## src/rtl/tpfd_pkg.sv

```systemverilog
package tpfd_pkg;
  typedef enum logic [1:0] {
    STAT_CARRIER = 2'd0,
    STAT_LOCK    = 2'd1,
    STAT_TAP     = 2'd2
  } stat_src_e;

  function automatic stat_src_e pick_source(input logic [1:0] tmode, input logic sel);
    if (tmode[0])      return STAT_TAP;
    else if (tmode[1]) return STAT_LOCK;
    else if (sel)      return STAT_LOCK;
    else               return STAT_CARRIER;
  endfunction
endpackage

```

## src/rtl/tpfd_detector.sv

```systemverilog
module tpfd_detector (
  input  logic clk,
  input  logic rst_n,
  input  logic ref_stb,
  input  logic fb_stb,
  input  logic pwr_dn,
  output logic src,
  output logic snk,
  output logic drv,
  output logic clr
);
  logic lead_q, lag_q;

  assign clr = lead_q & lag_q;
  assign src = lead_q & ~lag_q;
  assign snk = lag_q & ~lead_q;
  assign drv = src | snk;

  always_ff @(posedge clk) begin
    if (!rst_n || pwr_dn) begin
      lead_q <= 1'b0;
      lag_q  <= 1'b0;
    end else begin
      lead_q <= clr ? ref_stb : (lead_q | ref_stb);
      lag_q  <= clr ? fb_stb  : (lag_q  | fb_stb);
    end
  end

  // a source pulse persists until feedback arrives
  assert_src_hold_R2: assert property (@(posedge clk) disable iff (!rst_n)
    (src && !fb_stb && !pwr_dn) |=> src);
  // a sink pulse persists until the reference arrives
  assert_snk_hold_R1: assert property (@(posedge clk) disable iff (!rst_n)
    (snk && !ref_stb && !pwr_dn) |=> snk);
  // power-down idles the pump on the next clock
  assert_pd_idle_R7: assert property (@(posedge clk) disable iff (!rst_n)
    pwr_dn |=> !drv);
endmodule

```

## src/rtl/tpfd_lock_mon.sv

```systemverilog
module tpfd_lock_mon #(
  parameter int MAX_W     = 2,
  parameter int LOCK_RUNS = 4
) (
  input  logic clk,
  input  logic rst_n,
  input  logic pwr_dn,
  input  logic drv,
  input  logic clr,
  output logic locked
);
  localparam int WW = $clog2(MAX_W + 2);
  localparam int GW = $clog2(LOCK_RUNS + 1);
  localparam logic [WW-1:0] WMAX = WW'(MAX_W);
  localparam logic [WW-1:0] WSAT = WW'(MAX_W + 1);
  localparam logic [GW-1:0] GMAX = GW'(LOCK_RUNS);

  logic [WW-1:0] wid_q;
  logic [GW-1:0] good_q;

  always_ff @(posedge clk) begin
    if (!rst_n || pwr_dn) begin
      wid_q  <= '0;
      good_q <= '0;
      locked <= 1'b0;
    end else if (clr) begin
      wid_q <= '0;
      if (wid_q <= WMAX) begin
        if (good_q < GMAX) good_q <= good_q + 1'b1;
        if (good_q >= GMAX - 1'b1) locked <= 1'b1;
      end
    end else if (drv) begin
      if (wid_q >= WMAX) begin
        wid_q  <= WSAT;
        good_q <= '0;
        locked <= 1'b0;
      end else begin
        wid_q <= wid_q + 1'b1;
      end
    end
  end

  // lock is only declared at the close of a comparison
  assert_lock_rise_R5: assert property (@(posedge clk) disable iff (!rst_n)
    $rose(locked) |-> $past(clr));
  // lock only falls during a driven cycle or power-down
  assert_lock_fall_R6: assert property (@(posedge clk) disable iff (!rst_n)
    $fell(locked) |-> $past(drv || pwr_dn));
endmodule

```

## src/rtl/tpfd_status_mux.sv

```systemverilog
module tpfd_status_mux
  import tpfd_pkg::*;
(
  input  logic       lock_n,
  input  logic       carrier_det,
  input  logic       stat_sel,
  input  logic [1:0] test_mode,
  input  logic       div_tap,
  output logic       stat_pin
);
  stat_src_e src_sel;

  always_comb begin
    src_sel = pick_source(test_mode, stat_sel);
    unique case (src_sel)
      STAT_TAP:  stat_pin = div_tap;
      STAT_LOCK: stat_pin = lock_n;
      default:   stat_pin = carrier_det;
    endcase
  end
endmodule

```

## src/rtl/tristate_pfd.sv

```systemverilog
module tristate_pfd #(
  parameter int MAX_W     = 2,
  parameter int LOCK_RUNS = 4
) (
  input  logic       clk,
  input  logic       rst_n,
  input  logic       ref_stb,
  input  logic       fb_stb,
  input  logic       pwr_dn,
  input  logic       carrier_det,
  input  logic       stat_sel,
  input  logic [1:0] test_mode,
  input  logic       div_tap,
  output logic       src_pulse,
  output logic       snk_pulse,
  output logic       drv_en,
  output logic       stat_pin
);
  logic clr, locked;

  tpfd_detector u_det (
    .clk(clk), .rst_n(rst_n), .ref_stb(ref_stb), .fb_stb(fb_stb), .pwr_dn(pwr_dn),
    .src(src_pulse), .snk(snk_pulse), .drv(drv_en), .clr(clr)
  );

  tpfd_lock_mon #(.MAX_W(MAX_W), .LOCK_RUNS(LOCK_RUNS)) u_lock (
    .clk(clk), .rst_n(rst_n), .pwr_dn(pwr_dn), .drv(drv_en), .clr(clr), .locked(locked)
  );

  tpfd_status_mux u_mux (
    .lock_n(~locked), .carrier_det(carrier_det), .stat_sel(stat_sel),
    .test_mode(test_mode), .div_tap(div_tap), .stat_pin(stat_pin)
  );

  // the pump is never driven both ways at once
  assert_no_fight_R3: assert property (@(posedge clk) disable iff (!rst_n)
    !(src_pulse && snk_pulse));
endmodule

```

## config.mk

```make
export PLATFORM = sky130hd
export DESIGN_NAME = tristate_pfd
export DESIGN_NICKNAME = d
export VERILOG_FILES = /design/src/rtl/tpfd_pkg.sv /design/src/rtl/tpfd_detector.sv /design/src/rtl/tpfd_lock_mon.sv /design/src/rtl/tpfd_status_mux.sv /design/src/rtl/tristate_pfd.sv
export SDC_FILE = /design/constraint.sdc
export NUM_CORES = 1
export LEC_CHECK = 0
export BUFFER_PORTS_ARGS = -buffer_cell sky130_fd_sc_hd__buf_2
export CORE_AREA = 2 2 39 41
export CTS_CLUSTER_DIAMETER = 30
export DETAILED_ROUTE_END_ITERATION = 10
export DIE_AREA = 0 0 41 43
export GPL_TIMING_DRIVEN = 0
export PLACE_DENSITY = 0.66
export SETUP_SLACK_MARGIN = 0.15
export SYNTH_ARGS = -nofsm -noshare
export SYNTH_HDL_FRONTEND = slang
export SYNTH_HIERARCHICAL = 1
export SYNTH_SLANG_ARGS = --single-unit
```

## constraint.sdc

```tcl
create_clock -name clk -period 1.4 [get_ports clk]
set_clock_uncertainty 0.05 [all_clocks]
set_input_delay 0.14 -clock clk [delete_from_list [all_inputs] [get_ports clk]]
set_output_delay 0.14 -clock clk [all_outputs]
set_load 0.05 [all_outputs]
```

### Yosys cells after proc, flatten, opt, wreduce, memory -nomap -nowiden

Index checks and enable logic that the tools add are counted.

* latch bits: 0
* input port bits: 10
* RAM bits: 0
* word-level logic and storage cells: 49
* register bits after elaboration: 8
* memories: 0
* output and inout port bits: 4
* bits in read-only memories: 0

* bitwise operators: 9
* $add $sub $neg: 2
* multiply operators: 0
* divide/modulo/power cells: 0
* muxes and demuxes: 17
* equality and inequality tests: 5
* $lt $le $gt $ge: 4
* reductions and logical operators: 7
* shifts and indexed selects: 0

Operators with widths (number)
* $mux W3: 5
* $mux W1: 8
* $reduce_and A4 Y1: 2
* $mux W2: 3
* $ne A2 B1 Y1 const B: 3
* $reduce_bool A2 Y1: 2
* $add A3 B1 Y3 const B: 1
* $and A1 B1 Y1: 3
* $ge A3 B2 Y1 const B: 1
* $lt A3 B3 Y1 const B: 1
* $not A1 Y1: 3
* $or A1 B1 Y1: 3
* $add A2 B1 Y2 const B: 1
* $eq A2 B1 Y1 const B: 1
* $eq A2 B2 Y1 const B: 1
* $ge A2 B2 Y1 const B: 1
* $le A2 B2 Y1 const B: 1
* $pmux W1 S2: 1
* $reduce_or A2 Y1: 1
* $logic_not A1 Y1: 1
* $logic_or A1 B1 Y1: 1

### Logic depth before layout (Yosys ltp)

* depth in word-level cells: 5
* depth in mapped cells: 6
* gate-level depth less buffers: 6

### Modules after synthesis

The synthesis kept the hierarchy.

By module, submodules not included
* tpfd_lock_mon: area each 319.1 um^2, instances 1, cells an instance 32, seq. area each 120.1 um^2
* tpfd_detector: area each 131.4 um^2, instances 1, cells an instance 15, seq. area each 40.0 um^2
* tpfd_status_mux: area each 30.0 um^2, instances 1, cells an instance 5, seq. area each 0.0 um^2
* tristate_pfd: area each 3.8 um^2, instances 1, cells an instance 1, seq. area each 0.0 um^2

### Worst setup path before layout

Ideal clock, no wire load.

* path type: reg2out
* start point: register u_lock.locked
* end point: output port stat_pin
* stages on the path, launching flop included: 4
* path slack: -424 ps
* data arrival time: 1634 ps
* buffers on the path: 0
* data required time: 1210 ps
* cell sequence: dfxtp_1 inv_1 inv_1 o311ai_1

* word-level cells in the longest chain between the ends: 2

RTL lines
* from (decl): RTL line tpfd_lock_mon.sv:10 `output logic locked`
* from (signal assigned): RTL line tpfd_lock_mon.sv:25 `locked <= 1'b0;`
* from (signal assigned): RTL line tpfd_lock_mon.sv:30 `if (good_q >= GMAX - 1'b1) locked <= 1'b1;`
* from (signal assigned): RTL line tpfd_lock_mon.sv:36 `locked <= 1'b0;`
* $not A1 Y1: RTL line tristate_pfd.sv:31 `.lock_n(~locked), .carrier_det(carrier_det), .stat_sel(stat_sel),`
* $pmux W1 S2: RTL line tpfd_status_mux.sv:15 `unique case (src_sel)`
* to (decl): RTL line tristate_pfd.sv:17 `output logic stat_pin`

No other way between the ends.

### Worst setup path after layout

* start point: register u_det.lag_q
* end point: register u_lock.good_q[2]

* word-level cells in the longest chain between the ends: 5
* elaborated cells on any way between the ends: 11
* those cells by class: eq/ne: 2; mux: 1; bitwise: 5; reduce/logical: 3

RTL lines
* from (decl): RTL line tpfd_detector.sv:12 `logic lead_q, lag_q;`
* from (signal assigned): RTL line tpfd_detector.sv:25 `lag_q <= clr ? fb_stb : (lag_q | fb_stb);`
* $not A1 Y1: RTL line tpfd_detector.sv:15 `assign src = lead_q & ~lag_q;`
* $and A1 B1 Y1: RTL line tpfd_detector.sv:15
* $or A1 B1 Y1: RTL line tpfd_detector.sv:17 `assign drv = src | snk;`
* $reduce_bool A2 Y1 (no line)
* $reduce_and A4 Y1 (no line)
* to (signal assigned): RTL line tpfd_lock_mon.sv:29 `if (good_q < GMAX) good_q <= good_q + 1'b1;`
* to (decl): RTL line tpfd_lock_mon.sv:19 `logic [GW-1:0] good_q;`

Parallel ways exist; a longest one is shown, timed or not.
A chain may end at the register's enable or synchronous reset.

==> out/results.ini <==
[run_status]
status=finished, final reports clean

[clock_network]
cts-root-to-sink-buffers=2
clkSlewWorstSetupHoldPaths_ns=0.06
cts_tree=yes
insertion_delay_ns=0.26
h-tree-depth=1
cts-root-buf=sky130_fd_sc_hd__clkbuf_4
numCtsBuffers=3
numClockSinks=8

[power]
power-per-cell-area_mw_per_mm2=728
p_leak_nw=0.300
ir_worst_vdd_uv=426

[synth]
synth_top_cell_area_share=0.331
yosys-top-cells-count=9 x sky130_fd_sc_hd__inv_1, 8 x sky130_fd_sc_hd__dfxtp_1, 5 x sky130_fd_sc_hd__ha_1
synth_ff_type=sky130_fd_sc_hd__dfxtp_1
yosys_warnings=6
avgSynthCellArea_um2=9.14
synth_edf_count=0
async_flop_share=0
synth_sequential_area_ratio=0.331
yosysTopAreaCell=sky130_fd_sc_hd__dfxtp_1
synthTopCellsByArea=sky130_fd_sc_hd__dfxtp_1 33%, sky130_fd_sc_hd__ha_1 13%, sky130_fd_sc_hd__inv_1 7.0%
synth_area_um2=484
yosys.cell_count.top_type=sky130_fd_sc_hd__inv_1
synth.ff_latch_count=8
synth.net_count=68
synth_cell_type_count=23
synth_cells=53

[global_routing]
grt_antenna_before_repair=0
grt-ovfl-total=0
grt_max_degree=9
grt_pass1_wl_mm=1.50
vias_in_the_first_global_route=395
groute.usage.overall=0.131

[floorplan]
total_die_area_mm2=0.00176
initial_utilization=0.350
die_height_um=43
core_region_area_mm2=0.00138
floorplan.io_pins=14
placement_rows=14
width_of_the_die_um=41

[worst_setup_path]
peak_fanout_along_the_critical_path=4
setup.worst_path.start_class=flip-flop
critPathKind=flip-flop to flip-flop
critical_path.endpoint_type=flip-flop
critPathArrivalTime_ns=1.51
critPathRequiredTime_ns=1.52
ff2ff_setup_slack_ns=0.02

[timing]
postLayoutSetupSlackWorst_ns=0.0155
rsz0062_at_grt=yes
finalHoldViolations=0
setup_viol=0
layout_worst_path_cycle_share=0.989
max_freq_mhz=722
max-slew-margin-rel=0.787
timing.final.max_slew_violations=0
tightestPinTransition_ns=0.317
min_period_ns=1.38

[final_layout]
layout.filler_cells=129
post-route-util=0.545
flow.area_growth_from_synthesis_pct=55.8
fin_cells=91
area_of_all_placed_cells_without_fillers_um2=754
share_of_final_layout_standard_cells_stronger_than_drive_strength_1=0.587
antennaDiodeCount=0
num-nets-final=92

[hold_path]
hold_path.class=input port to flip-flop

[placement]
place_inst=82
place_hpwl_um=670
gp_congestion=0.768
place_ws_ns=-0.0393
portBuffers=13
placement.cell_area_um2=598

[routing]
number_of_antenna_violating_nets_in_the_routed_design=0
drt-initial-drc-count=3
remaining_drc_errors=0
num_vias=445
drtPass1Iterations=4
routedWlPerCell_um=10.6
viasPerCell=4.89
wl_um=969

[run]
cap_viol_max_count=0

[sequential cells by signal, indices dropped and copies added, names as in the netlist]
register / flops
u_lock/good_q: 3
u_lock/wid_q: 2
u_lock/locked: 1
u_det/lead_q: 1
u_det/lag_q: 1
[routing by layer]
metal / vias up / GRT usage / share of wire
met5: - / 0 / 0
met4: 0 / 0.100 / 0.030
met3: 5 / 0.0314 / 0.051
met2: 14 / 0.197 / 0.50
met1: 201 / 0.149 / 0.42
li1: 225 / - / -
[cell families (layout without fill, tap and decap cells)]
family / after synthesis / in the layout / synth area share
flops: 8 / 8 / 0.331
compound gates: 12 / 12 / 0.209
simple gates: 17 / 17 / 0.209
mux: 2 / 2 / 0.0517
fa+ha+maj: 5 / 5 / 0.129
buf+inv: 9 / 31 / 0.0698
[through the flow]
step / hold WS [ns] / setup TNS [ns] / power (mW)
floorplan: 0.212 / -0.275 / 0.314
global placement: 0.324 / -0.0611 / 0.337
detailed placement: 0.328 / -0.0978 / 0.338
CTS: 0.0600 / 0 / 0.539
global route: 0.0784 / -0.0645 / 0.581
finish: 0.0645 / 0 / 0.549
[layout by cell type (no fill, tap or decap), drive strengths merged]
master    instances
a221oi            1
nor2              3
a21oi             3
nor2b             1
mux2i             1
and2              1
a2111oi           1
a211oi            1
o211ai            1
nand3b            1
clkinvlp          1
buf              19
o2bb2ai           1
or4b              1
dfxtp             8
clkbuf            3
nand2b            5
o311ai            1
mux2              1
ha                5
nand2             3
nor3              2
inv               8
o21ai             3
[critical path, stage by stage (launching register included)]
cell	delay, ns
sky130_fd_sc_hd__dfxtp_4	0.36
sky130_fd_sc_hd__ha_4	0.24
sky130_fd_sc_hd__clkinvlp_4	0.08
sky130_fd_sc_hd__nand2_2	0.06
sky130_fd_sc_hd__mux2_4	0.29
sky130_fd_sc_hd__a221oi_2	0.21
[final cells by class]
type                    count  area [um^2]  share of cell area
repair buffers             19          139               0.184
flip-flops and latches      8          169               0.224
clock buffers               3         22.5              0.0299
inverters                   9         37.5              0.0498
well taps                  16         20.0              0.0265
multi-input cells          36          367               0.486
[worst paths after layout]
kind	start	cells past startpoint	to
min	ref_stb	3	u_det/lead_q
max	u_det/lag_q	5	u_lock/good_q[2]
max reg2reg	u_det/lag_q	5	u_lock/good_q[2]
min reg2reg	u_lock/good_q[2]	2	u_lock/good_q[2]
[timing repair]
| item | 4_1_cts | 5_1_grt |
|---|---|---|
| buffers inserted | 4 | 2 |
| pin swaps | 6 | 1 |
| endpoints found under the hold margin | 0 | 0 |
| resized for setup | 13 | 10 |
| endpoints found under the setup margin | 6 | 9 |
| hold buffers | 0 | 0 |
[where the power goes]
group	leakage, nW	switching, mW	internal, mW	total, mW
Sequential	0.0668	0.00551	0.231	0.237
Combinational	0.219	0.0700	0.0584	0.128
Clock	0.0138	0.0855	0.0986	0.184
(Power assumes the default switching activity.)
